<file path="src/rtl/psram_seq_pkg.sv">
`timescale 1ns/1ps
package psram_seq_pkg;

  typedef enum logic [2:0] {
    ST_IDLE,
    ST_READ,
    ST_WPULSE,
    ST_WREC,
    ST_GAP
  } seqState_t;

  // Strobes from the sequencing control to the datapath.
  typedef struct packed {
    logic take;     // accept request: latch host fields, set lanes and drive
    logic capture;  // sample memory read data
    logic dropBus;  // stop driving the data bus
    logic finish;   // end of access: release byte lanes
  } dpStrobe_t;

endpackage

</file>
<file path="src/rtl/psram_seq_ctrl.sv">
`timescale 1ns/1ps
module psram_seq_ctrl
  import psram_seq_pkg::*;
#(
  parameter int CYCLE_CLKS   = 7,
  parameter int PULSE_CLKS   = 5,
  parameter int ACCESS_CLKS  = 7,
  parameter int GAP_CLKS     = 2,
  parameter int MAX_LOW_CLKS = 100
) (
  input  logic       clk,
  input  logic       rstN,
  input  logic       hostReq,
  input  logic       hostWrite,
  output logic       hostReady,
  output logic       hostDone,
  output logic       memCeN,
  output logic       memWeN,
  output logic       memOeN,
  output dpStrobe_t  strobe
);

  localparam int CNT_MAX = (CYCLE_CLKS > GAP_CLKS) ? CYCLE_CLKS + 1 : GAP_CLKS + 1;
  localparam int CNT_W   = $clog2(CNT_MAX + 1);
  localparam logic [CNT_W-1:0] CYC_END  = CNT_W'(CYCLE_CLKS);
  localparam logic [CNT_W-1:0] PUL_END  = CNT_W'(PULSE_CLKS);
  localparam logic [CNT_W-1:0] DROP_AT  = CNT_W'(PULSE_CLKS + 1);
  localparam logic [CNT_W-1:0] ACC_AT   = CNT_W'(ACCESS_CLKS);
  localparam logic [CNT_W-1:0] GAP_END  = CNT_W'(GAP_CLKS);
  localparam int LOW_W = $clog2(MAX_LOW_CLKS + 2);

  initial begin
    assert (PULSE_CLKS >= 1 && PULSE_CLKS + 1 <= CYCLE_CLKS)
      else $error("write pulse must leave at least one recovery cycle");
    assert (ACCESS_CLKS >= 1 && ACCESS_CLKS <= CYCLE_CLKS)
      else $error("read sample point must lie inside the access");
    assert (GAP_CLKS >= 1) else $error("inter-access gap must be at least one cycle");
    assert (CYCLE_CLKS <= MAX_LOW_CLKS) else $error("access exceeds active-phase bound");
  end

  seqState_t        state;
  logic [CNT_W-1:0] cnt;

  always_ff @(posedge clk or negedge rstN) begin
    if (!rstN) begin
      state    <= ST_IDLE;
      cnt      <= '0;
      memCeN   <= 1'b1;
      memWeN   <= 1'b1;
      memOeN   <= 1'b1;
      hostDone <= 1'b0;
    end else begin
      hostDone <= 1'b0;
      unique case (state)
        ST_IDLE: begin
          if (hostReq) begin
            memCeN <= 1'b0;
            cnt    <= CNT_W'(1);
            if (hostWrite) begin
              memWeN <= 1'b0;
              state  <= ST_WPULSE;
            end else begin
              memOeN <= 1'b0;
              state  <= ST_READ;
            end
          end
        end
        ST_READ: begin
          if (cnt == CYC_END) begin
            memCeN   <= 1'b1;
            memOeN   <= 1'b1;
            hostDone <= 1'b1;
            cnt      <= CNT_W'(1);
            state    <= ST_GAP;
          end else begin
            cnt <= cnt + 1'b1;
          end
        end
        ST_WPULSE: begin
          cnt <= cnt + 1'b1;
          if (cnt == PUL_END) begin
            memWeN <= 1'b1;
            state  <= ST_WREC;
          end
        end
        ST_WREC: begin
          if (cnt == CYC_END) begin
            memCeN   <= 1'b1;
            hostDone <= 1'b1;
            cnt      <= CNT_W'(1);
            state    <= ST_GAP;
          end else begin
            cnt <= cnt + 1'b1;
          end
        end
        ST_GAP: begin
          if (cnt == GAP_END) begin
            cnt   <= '0;
            state <= ST_IDLE;
          end else begin
            cnt <= cnt + 1'b1;
          end
        end
        default: state <= ST_IDLE;
      endcase
    end
  end

  assign hostReady = (state == ST_IDLE);

  always_comb begin
    strobe         = '0;
    strobe.take    = (state == ST_IDLE) && hostReq;
    strobe.capture = (state == ST_READ) && (cnt == ACC_AT);
    strobe.dropBus = (state == ST_WREC) && (cnt == DROP_AT);
    strobe.finish  = ((state == ST_READ) || (state == ST_WREC)) && (cnt == CYC_END);
  end

  // Checker state: length of the current chip-enable low run.
  logic [LOW_W-1:0] lowRun;
  always_ff @(posedge clk or negedge rstN) begin
    if (!rstN)                    lowRun <= '0;
    else if (!memCeN) begin
      if (lowRun != {LOW_W{1'b1}}) lowRun <= lowRun + 1'b1;
    end else                      lowRun <= '0;
  end

  assert_ce_low_bounded_R9: assert property (@(posedge clk) disable iff (!rstN)
    lowRun <= LOW_W'(MAX_LOW_CLKS));

  assert_write_oe_high_R4: assert property (@(posedge clk) disable iff (!rstN)
    $fell(memWeN) |-> (memOeN && $past(memOeN)));

  assert_no_we_oe_overlap_R4: assert property (@(posedge clk) disable iff (!rstN)
    !(!memWeN && !memOeN));

  assert_busy_not_ready_R7: assert property (@(posedge clk) disable iff (!rstN)
    !memCeN |-> !hostReady);

  assert_gap_min_R7: assert property (@(posedge clk) disable iff (!rstN)
    $rose(memCeN) |=> memCeN);

  assert_done_single_R6: assert property (@(posedge clk) disable iff (!rstN)
    hostDone |=> !hostDone);

endmodule

</file>
<file path="src/rtl/psram_seq_datapath.sv">
`timescale 1ns/1ps
module psram_seq_datapath
  import psram_seq_pkg::*;
#(
  parameter int ADDR_W = 21,
  parameter int DATA_W = 16
) (
  input  logic              clk,
  input  logic              rstN,
  input  dpStrobe_t         strobe,
  input  logic              hostWrite,
  input  logic [ADDR_W-1:0] hostAddr,
  input  logic [DATA_W-1:0] hostWdata,
  input  logic [1:0]        hostBe,
  output logic [DATA_W-1:0] hostRdata,
  output logic [ADDR_W-1:0] memAddr,
  output logic              memLbN,
  output logic              memUbN,
  output logic [DATA_W-1:0] memDqOut,
  input  logic [DATA_W-1:0] memDqIn,
  output logic              memDqOe
);

  always_ff @(posedge clk or negedge rstN) begin
    if (!rstN) begin
      memAddr   <= '0;
      memDqOut  <= '0;
      memDqOe   <= 1'b0;
      memLbN    <= 1'b1;
      memUbN    <= 1'b1;
      hostRdata <= '0;
    end else begin
      if (strobe.take) begin
        memAddr  <= hostAddr;
        memDqOut <= hostWdata;
        memDqOe  <= hostWrite;
        // Reads always enable both lanes; writes follow the enables.
        memLbN   <= hostWrite ? !hostBe[0] : 1'b0;
        memUbN   <= hostWrite ? !hostBe[1] : 1'b0;
      end
      if (strobe.dropBus) memDqOe <= 1'b0;
      if (strobe.finish) begin
        memDqOe <= 1'b0;
        memLbN  <= 1'b1;
        memUbN  <= 1'b1;
      end
      if (strobe.capture) hostRdata <= memDqIn;
    end
  end

  assert_drive_spans_pulse_R5: assert property (@(posedge clk) disable iff (!rstN)
    $rose(memDqOe) |=> memDqOe);

endmodule

</file>
<file path="src/rtl/psram_sequencer.sv">
`timescale 1ns/1ps
module psram_sequencer
  import psram_seq_pkg::*;
#(
  parameter int ADDR_W       = 21,
  parameter int DATA_W       = 16,
  parameter int CYCLE_CLKS   = 7,
  parameter int PULSE_CLKS   = 5,
  parameter int ACCESS_CLKS  = 7,
  parameter int GAP_CLKS     = 2,
  parameter int MAX_LOW_CLKS = 100
) (
  input  logic              clk,
  input  logic              rstN,
  input  logic              hostReq,
  input  logic              hostWrite,
  input  logic [ADDR_W-1:0] hostAddr,
  input  logic [DATA_W-1:0] hostWdata,
  input  logic [1:0]        hostBe,
  output logic              hostReady,
  output logic              hostDone,
  output logic [DATA_W-1:0] hostRdata,
  output logic [ADDR_W-1:0] memAddr,
  output logic              memCeN,
  output logic              memWeN,
  output logic              memOeN,
  output logic              memLbN,
  output logic              memUbN,
  output logic [DATA_W-1:0] memDqOut,
  input  logic [DATA_W-1:0] memDqIn,
  output logic              memDqOe
);

  dpStrobe_t strobe;

  psram_seq_ctrl #(
    .CYCLE_CLKS  (CYCLE_CLKS),
    .PULSE_CLKS  (PULSE_CLKS),
    .ACCESS_CLKS (ACCESS_CLKS),
    .GAP_CLKS    (GAP_CLKS),
    .MAX_LOW_CLKS(MAX_LOW_CLKS)
  ) ctrl (
    .clk      (clk),
    .rstN     (rstN),
    .hostReq  (hostReq),
    .hostWrite(hostWrite),
    .hostReady(hostReady),
    .hostDone (hostDone),
    .memCeN   (memCeN),
    .memWeN   (memWeN),
    .memOeN   (memOeN),
    .strobe   (strobe)
  );

  psram_seq_datapath #(
    .ADDR_W(ADDR_W),
    .DATA_W(DATA_W)
  ) datapath (
    .clk      (clk),
    .rstN     (rstN),
    .strobe   (strobe),
    .hostWrite(hostWrite),
    .hostAddr (hostAddr),
    .hostWdata(hostWdata),
    .hostBe   (hostBe),
    .hostRdata(hostRdata),
    .memAddr  (memAddr),
    .memLbN   (memLbN),
    .memUbN   (memUbN),
    .memDqOut (memDqOut),
    .memDqIn  (memDqIn),
    .memDqOe  (memDqOe)
  );

  assert_bus_quiet_R10: assert property (@(posedge clk) disable iff (!rstN)
    memDqOe |-> memOeN);

  assert_read_lanes_R2: assert property (@(posedge clk) disable iff (!rstN)
    (!memCeN && !memOeN) |-> (!memLbN && !memUbN));

  assert_drive_inside_access_R5: assert property (@(posedge clk) disable iff (!rstN)
    memDqOe |-> !memCeN);

endmodule

</file>
<file path="config.mk">
export PLATFORM = sky130hd
export DESIGN_NAME = psram_sequencer
export DESIGN_NICKNAME = d
export VERILOG_FILES = /design/src/rtl/psram_seq_pkg.sv /design/src/rtl/psram_seq_ctrl.sv /design/src/rtl/psram_seq_datapath.sv /design/src/rtl/psram_sequencer.sv
export SDC_FILE = /design/constraint.sdc
export NUM_CORES = 1
export LEC_CHECK = 0
export ABC_AREA = 0
export BUFFER_PORTS_ARGS = -buffer_cell sky130_fd_sc_hd__buf_2
export CAP_MARGIN = 20
export CORE_ASPECT_RATIO = 1.5
export CORE_MARGIN = 2
export CORE_UTILIZATION = 35
export DETAILED_ROUTE_END_ITERATION = 16
export SETUP_SLACK_MARGIN = 0.3
export SLEW_MARGIN = 20
export SYNTH_ARGS = -nofsm -noshare
export SYNTH_HDL_FRONTEND = slang
export SYNTH_SLANG_ARGS = --single-unit
export TNS_END_PERCENT = 30
</file>
<file path="constraint.sdc">
create_clock -name clk -period 2.05 [get_ports clk]
set_input_delay 0.41 -clock clk [delete_from_list [all_inputs] [get_ports clk]]
set_output_delay 0.41 -clock clk [all_outputs]
set_load 0.01 [all_outputs]
</file>
# After elaboration in Yosys (flattened, before gate mapping)
# Index checks and enable logic that the tools add are counted.
# word_totals
wordCells	79
ff_bits	67
inputBits	59
out_inout_bits	61
# op_classes
reduce_logical	20
n_mux	31
n_addsub	1
eq_ne	15
# op_table
op	count
two-way mux 1 bit	18
case mux 4 bit (4 select lines)	1
equality test 4 x 3 -> 1 bit (second input constant)	3
two-way mux 3 bit	4
two-way mux 4 bit	3
case mux 3 bit (4 select lines)	1
AND reduction 4 bit	3
!= test 2 x 1 -> 1 bit (second input constant)	4
nonzero test 2 bit	4
equality test 3 x 2 -> 1 bit (second input constant)	2
!= test 2 bit (second input constant)	3
case mux 1 bit (2 select lines)	3
adder 4 x 1 -> 4 bit (second input constant)	1
equality test 4 x 2 -> 1 bit (second input constant)	1
logical AND 1 bit	4
nonzero test 4 bit	1
equality test 3 x 1 -> 1 bit (second input constant)	1
equality test 3 bit (second input constant)	1
logical NOT 3 bit	1
AND reduction 3 bit	1
nonzero test 3 bit	1
logical NOT 1 bit	2
two-way mux 2 bit	1
AND reduction 2 bit	1
2 further kinds	2

# Logic depth before layout (Yosys ltp)
# depth
word_depth	5
depth_mapped	7
ltp_nobuf	6

# Hierarchy
# From an unflattened synthesis, not the netlist that was laid out.
# unflattened
cells_unflattened	188
area_unflattened_um2	2787.7
# by_module_without_submodules
mod	seq_area_each_um2	n_inst	cells_per_inst	area_each_um2
psram_seq_datapath	1403.8	1	123	2134.5
psram_seq_ctrl	279.0	1	65	653.1

# Least setup slack after synthesis
# No wires, ideal clock.
# synth_path
path_kind	flip-flop to flip-flop
start	register ctrl.cnt[0]
end	register datapath.hostRdata[10]
setup_ps	125
stages_incl_launch_ff	6
slack_ps	555
path_buffers	2
required_ps	1925
t_arrival_ps	1370
period_less_slack_ps	1495
path_cell_list	dfrtp_1 ha_1 buf_2 nand4b_4 buf_6 mux2_4
# synth_between
elab_chain_len	2
# synth_rtl
element	line	text
from (decl)	psram_seq_ctrl.sv:42	logic [CNT_W-1:0] cnt;
from (signal assigned)	psram_seq_ctrl.sv:76	cnt <= cnt + 1'b1;
from (signal assigned)	psram_seq_ctrl.sv:80	cnt <= cnt + 1'b1;
from (signal assigned)	psram_seq_ctrl.sv:93	cnt <= cnt + 1'b1;
equality test 4 x 3 -> 1 bit	psram_seq_ctrl.sv:114	strobe.capture = (state == ST_READ) && (cnt == ACC_AT);
logical AND 1 bit	psram_seq_ctrl.sv:114	
to (signal assigned)	psram_seq_datapath.sv:47	if (strobe.capture) hostRdata <= memDqIn;
to (decl)	psram_seq_datapath.sv:15	output logic [DATA_W-1:0] hostRdata,
# Every way passes these cells.
# A chain may end at the register's enable or synchronous reset.

# Worst setup path after layout
# layout_path
start	register ctrl.cnt[0]
end	register ctrl.cnt[0]
# layout_between
elab_chain_len	3
elab_cells_between_ends	6
classes_between	add/sub: 1; eq/ne: 2; mux: 3
# layout_rtl
element	line	text
adder 4 x 1 -> 4 bit, or another cell as far along	--	
two-way mux 4 bit, on equally long branches	psram_seq_ctrl.sv:97, psram_seq_ctrl.sv:69, psram_seq_ctrl.sv:87	
case mux 4 bit (4 select lines) (*)	psram_seq_ctrl.sv:54	unique case (state)
# Mark *: on every way between the ends. The rest lies on a longest branch, timed or not.

==> impl_metrics.toml <==
[status]
status = "finished, final reports clean"

[drt]
finalWirelength_mm = 6.64
first_iter_violations = 117
vias = 2311
vias_per_cell = 4.52
drc = 0
ant_nets = 0
drt-pass1-iter-count = 4
drt-wirelength-per-cell_um = 13.0

[power]
p_per_area_nw_per_um2 = 1640
leakage_uw = 0.00217
peakVddDrop_mv = 0.696
power_uw = 6470

[layout]
utilization = 0.497
area_delta_synth_final_pct = 38.8
antenna_cells = 0
nets = 463
regArea_um2 = 1680
final_cell_mix = "119 x buf_2, 115 x nand2_1, 62 x dfrtp_1"
multiInputGateArea_um2 = 1060
n_fill_cell = 765
final_common_cell = "buf_2"
drive_above_1_share = 0.419

[synthesis]
synthesis.nets = 339
synth_area_um2 = 2850
ys_seq_elements = 67
yosys.cell_types.count = 40
synth_area_per_cell_um2 = 10.3
syn_inst = 277
yosys_warnings = 0
synth_edf_count = 0
async_reset_ff_frac = 1.00
ys_seq_area_frac = 0.591
synthFlopType = "dfrtp_1"

[timing]
period_share = 0.786
setup_viol = 0
tightestPinTransition_ps = 531
fin_tns_setup_ps = 0
timing.fmax_ghz = 0.621
finalCriticalPeriod_ps = 1610
fin_hold_ws_ps = 89.4
hold_viol_final = 0
slew_headroom = 0.646
finClkSkew_ps = 6.86
slew_violations = 0
rsz0062_at_grt = "false"

[worst_setup_path]
crit_path_max_fanout = 6
slowest_delay_ps = 430
cpMaxStageDelayCell = "dfrtp_1"
worstPathCellList = "inv_1 -> ha_1 -> inv_1 -> o311a_1 -> o31a_1"
required_ps = 2260
path_delay_family = "compound AO/OA/AOI/OAI gates"
crit_path_start_kind = "flip-flop"
critical_path_class = "reg -> reg"
crit_top_cell = "inv_1"
crit_buf_inv = 2
crit_arrival_ps = 1820
end_kind = "flip-flop"

[clock_network]
cts_sinks = 67
cts_tree = "yes"
postCtsHoldBufs = 0
ctsLongestPathBuffers = 2
cts_buffers = 9
cts-root-buf = "clkbuf_16"
clk_pin_slew_worst_paths_ps = 50
h-tree-depth = 3
cts.repair.resized = 0
worstSkewPairLatency_ps = 320

[place]
port_buffers = 119
place.gp.congestion = 0.806
dp_hpwl_mm = 4.96

[global_route]
grt_max_degree = 43
grt_usage = 0.154
antenna_found_initial = 0
grt_overflow = 0
grt_pass1_vias = 2242
grt_pass1_wl_mm = 10.7

[floorplanning]
row_count = 40
die_w_um = 77.7
io_pins = 120
die_h_um = 115
die-area_um2 = 8890
coreArea_um2 = 7960
start_util = 0.358

[worst_hold_path]
hold_path.class = "in -> async"

[run]
maxCapViolCount = 0
## logic make-up after synthesis
kind of cell	count (synthesis)	share of synthesized area
buffers and inverters	20	0.0369
XOR/XNOR	1	0.00307
multiplexers	17	0.0786
AO/OA/AOI/OAI	19	0.0466
adder cells (fa/ha/maj)	3	0.0132
flip-flops	67	0.591
AND/OR/NAND/NOR	150	0.231
## report_power, final
group          switching (µW)  internal [µW]
Sequential                406           2010
Clock                     525           1380
Combinational            1130           1020
## worst register-to-register path, stage by stage (launching register included)
cell	delay, ps
dfrtp_1	430
inv_1	90
ha_1	200
inv_1	60
o311a_1	410
o31a_1	300
## through the flow
step	instances	setup WS [ps]	cell area [µm²]
floorplan	277	555	2850
global placement	493	341	3550
global route	511	307	3960
finish	511	439	3960
CTS	511	424	3960
detailed placement	493	261	3550
## path summary, 6_finish.rpt
path                                          from                          endpoint  slack, ps  cells past startpoint
min                                           rstN   datapath.memAddr[5]$_DFFE_PN0P_         90                      2
min in group clk                      hostAddr[18]  datapath.memAddr[18]$_DFFE_PN0P_        270                      3
max                        ctrl.cnt[0]$_DFFE_PN0P_           ctrl.cnt[0]$_DFFE_PN0P_        440                      5
min reg2reg                ctrl.memOeN$_DFFE_PN1P_           ctrl.memOeN$_DFFE_PN1P_        460                      2
max in group asynchronous                     rstN  datapath.memDqOut[7]$_DFFE_PN0P_       1510                      2
max reg2reg                ctrl.cnt[0]$_DFFE_PN0P_           ctrl.cnt[0]$_DFFE_PN0P_        440                      5
## flip-flops by register name, indices dropped and copies added, names as in the netlist
name / flops
datapath.memAddr: 21
datapath.hostRdata: 16
datapath.memDqOut: 16
ctrl.cnt: 4
ctrl.state: 3
ctrl.hostDone: 1
ctrl.memCeN: 1
ctrl.memOeN: 1
ctrl.memWeN: 1
datapath.memDqOe: 1
datapath.memLbN: 1
datapath.memUbN: 1
## cells in the mapped netlist (all sizes together), types with 4 or more instances
library cell	count	share of area
nand2	115	0.15
dfrtp	62	0.54
mux2	16	0.075
nor2	11	0.015
buf	9	0.022
inv	6	0.0079
nand3	6	0.011
a21oi	5	0.0088
clkbuf	5	0.0066
dfstp	5	0.046
nor3	4	0.011
## final cells by class
class,count,share of cell area
Clock buffer,12,0.0649
Clock inverter,4,0.0304
Inverter,6,0.00569
Multi-Input combinational cell,190,0.268
Sequential cell,67,0.425
Tap cell,105,0.0332
Timing Repair Buffer,127,0.172
## metal layers
metal | routed length [µm] | track usage
met1 | 2660 | 0.180
met2 | 3490 | 0.263
met3 | 403 | 0.0457
met4 | 83 | 0.0619
met5 | 0 | 0
## what timing repair did
action	CTS	global route
hold endpoints to repair	0	0
endpoints found under the setup margin	16	0
buffers inserted	2	0
Note: power is estimated with default switching activity, not from simulation.
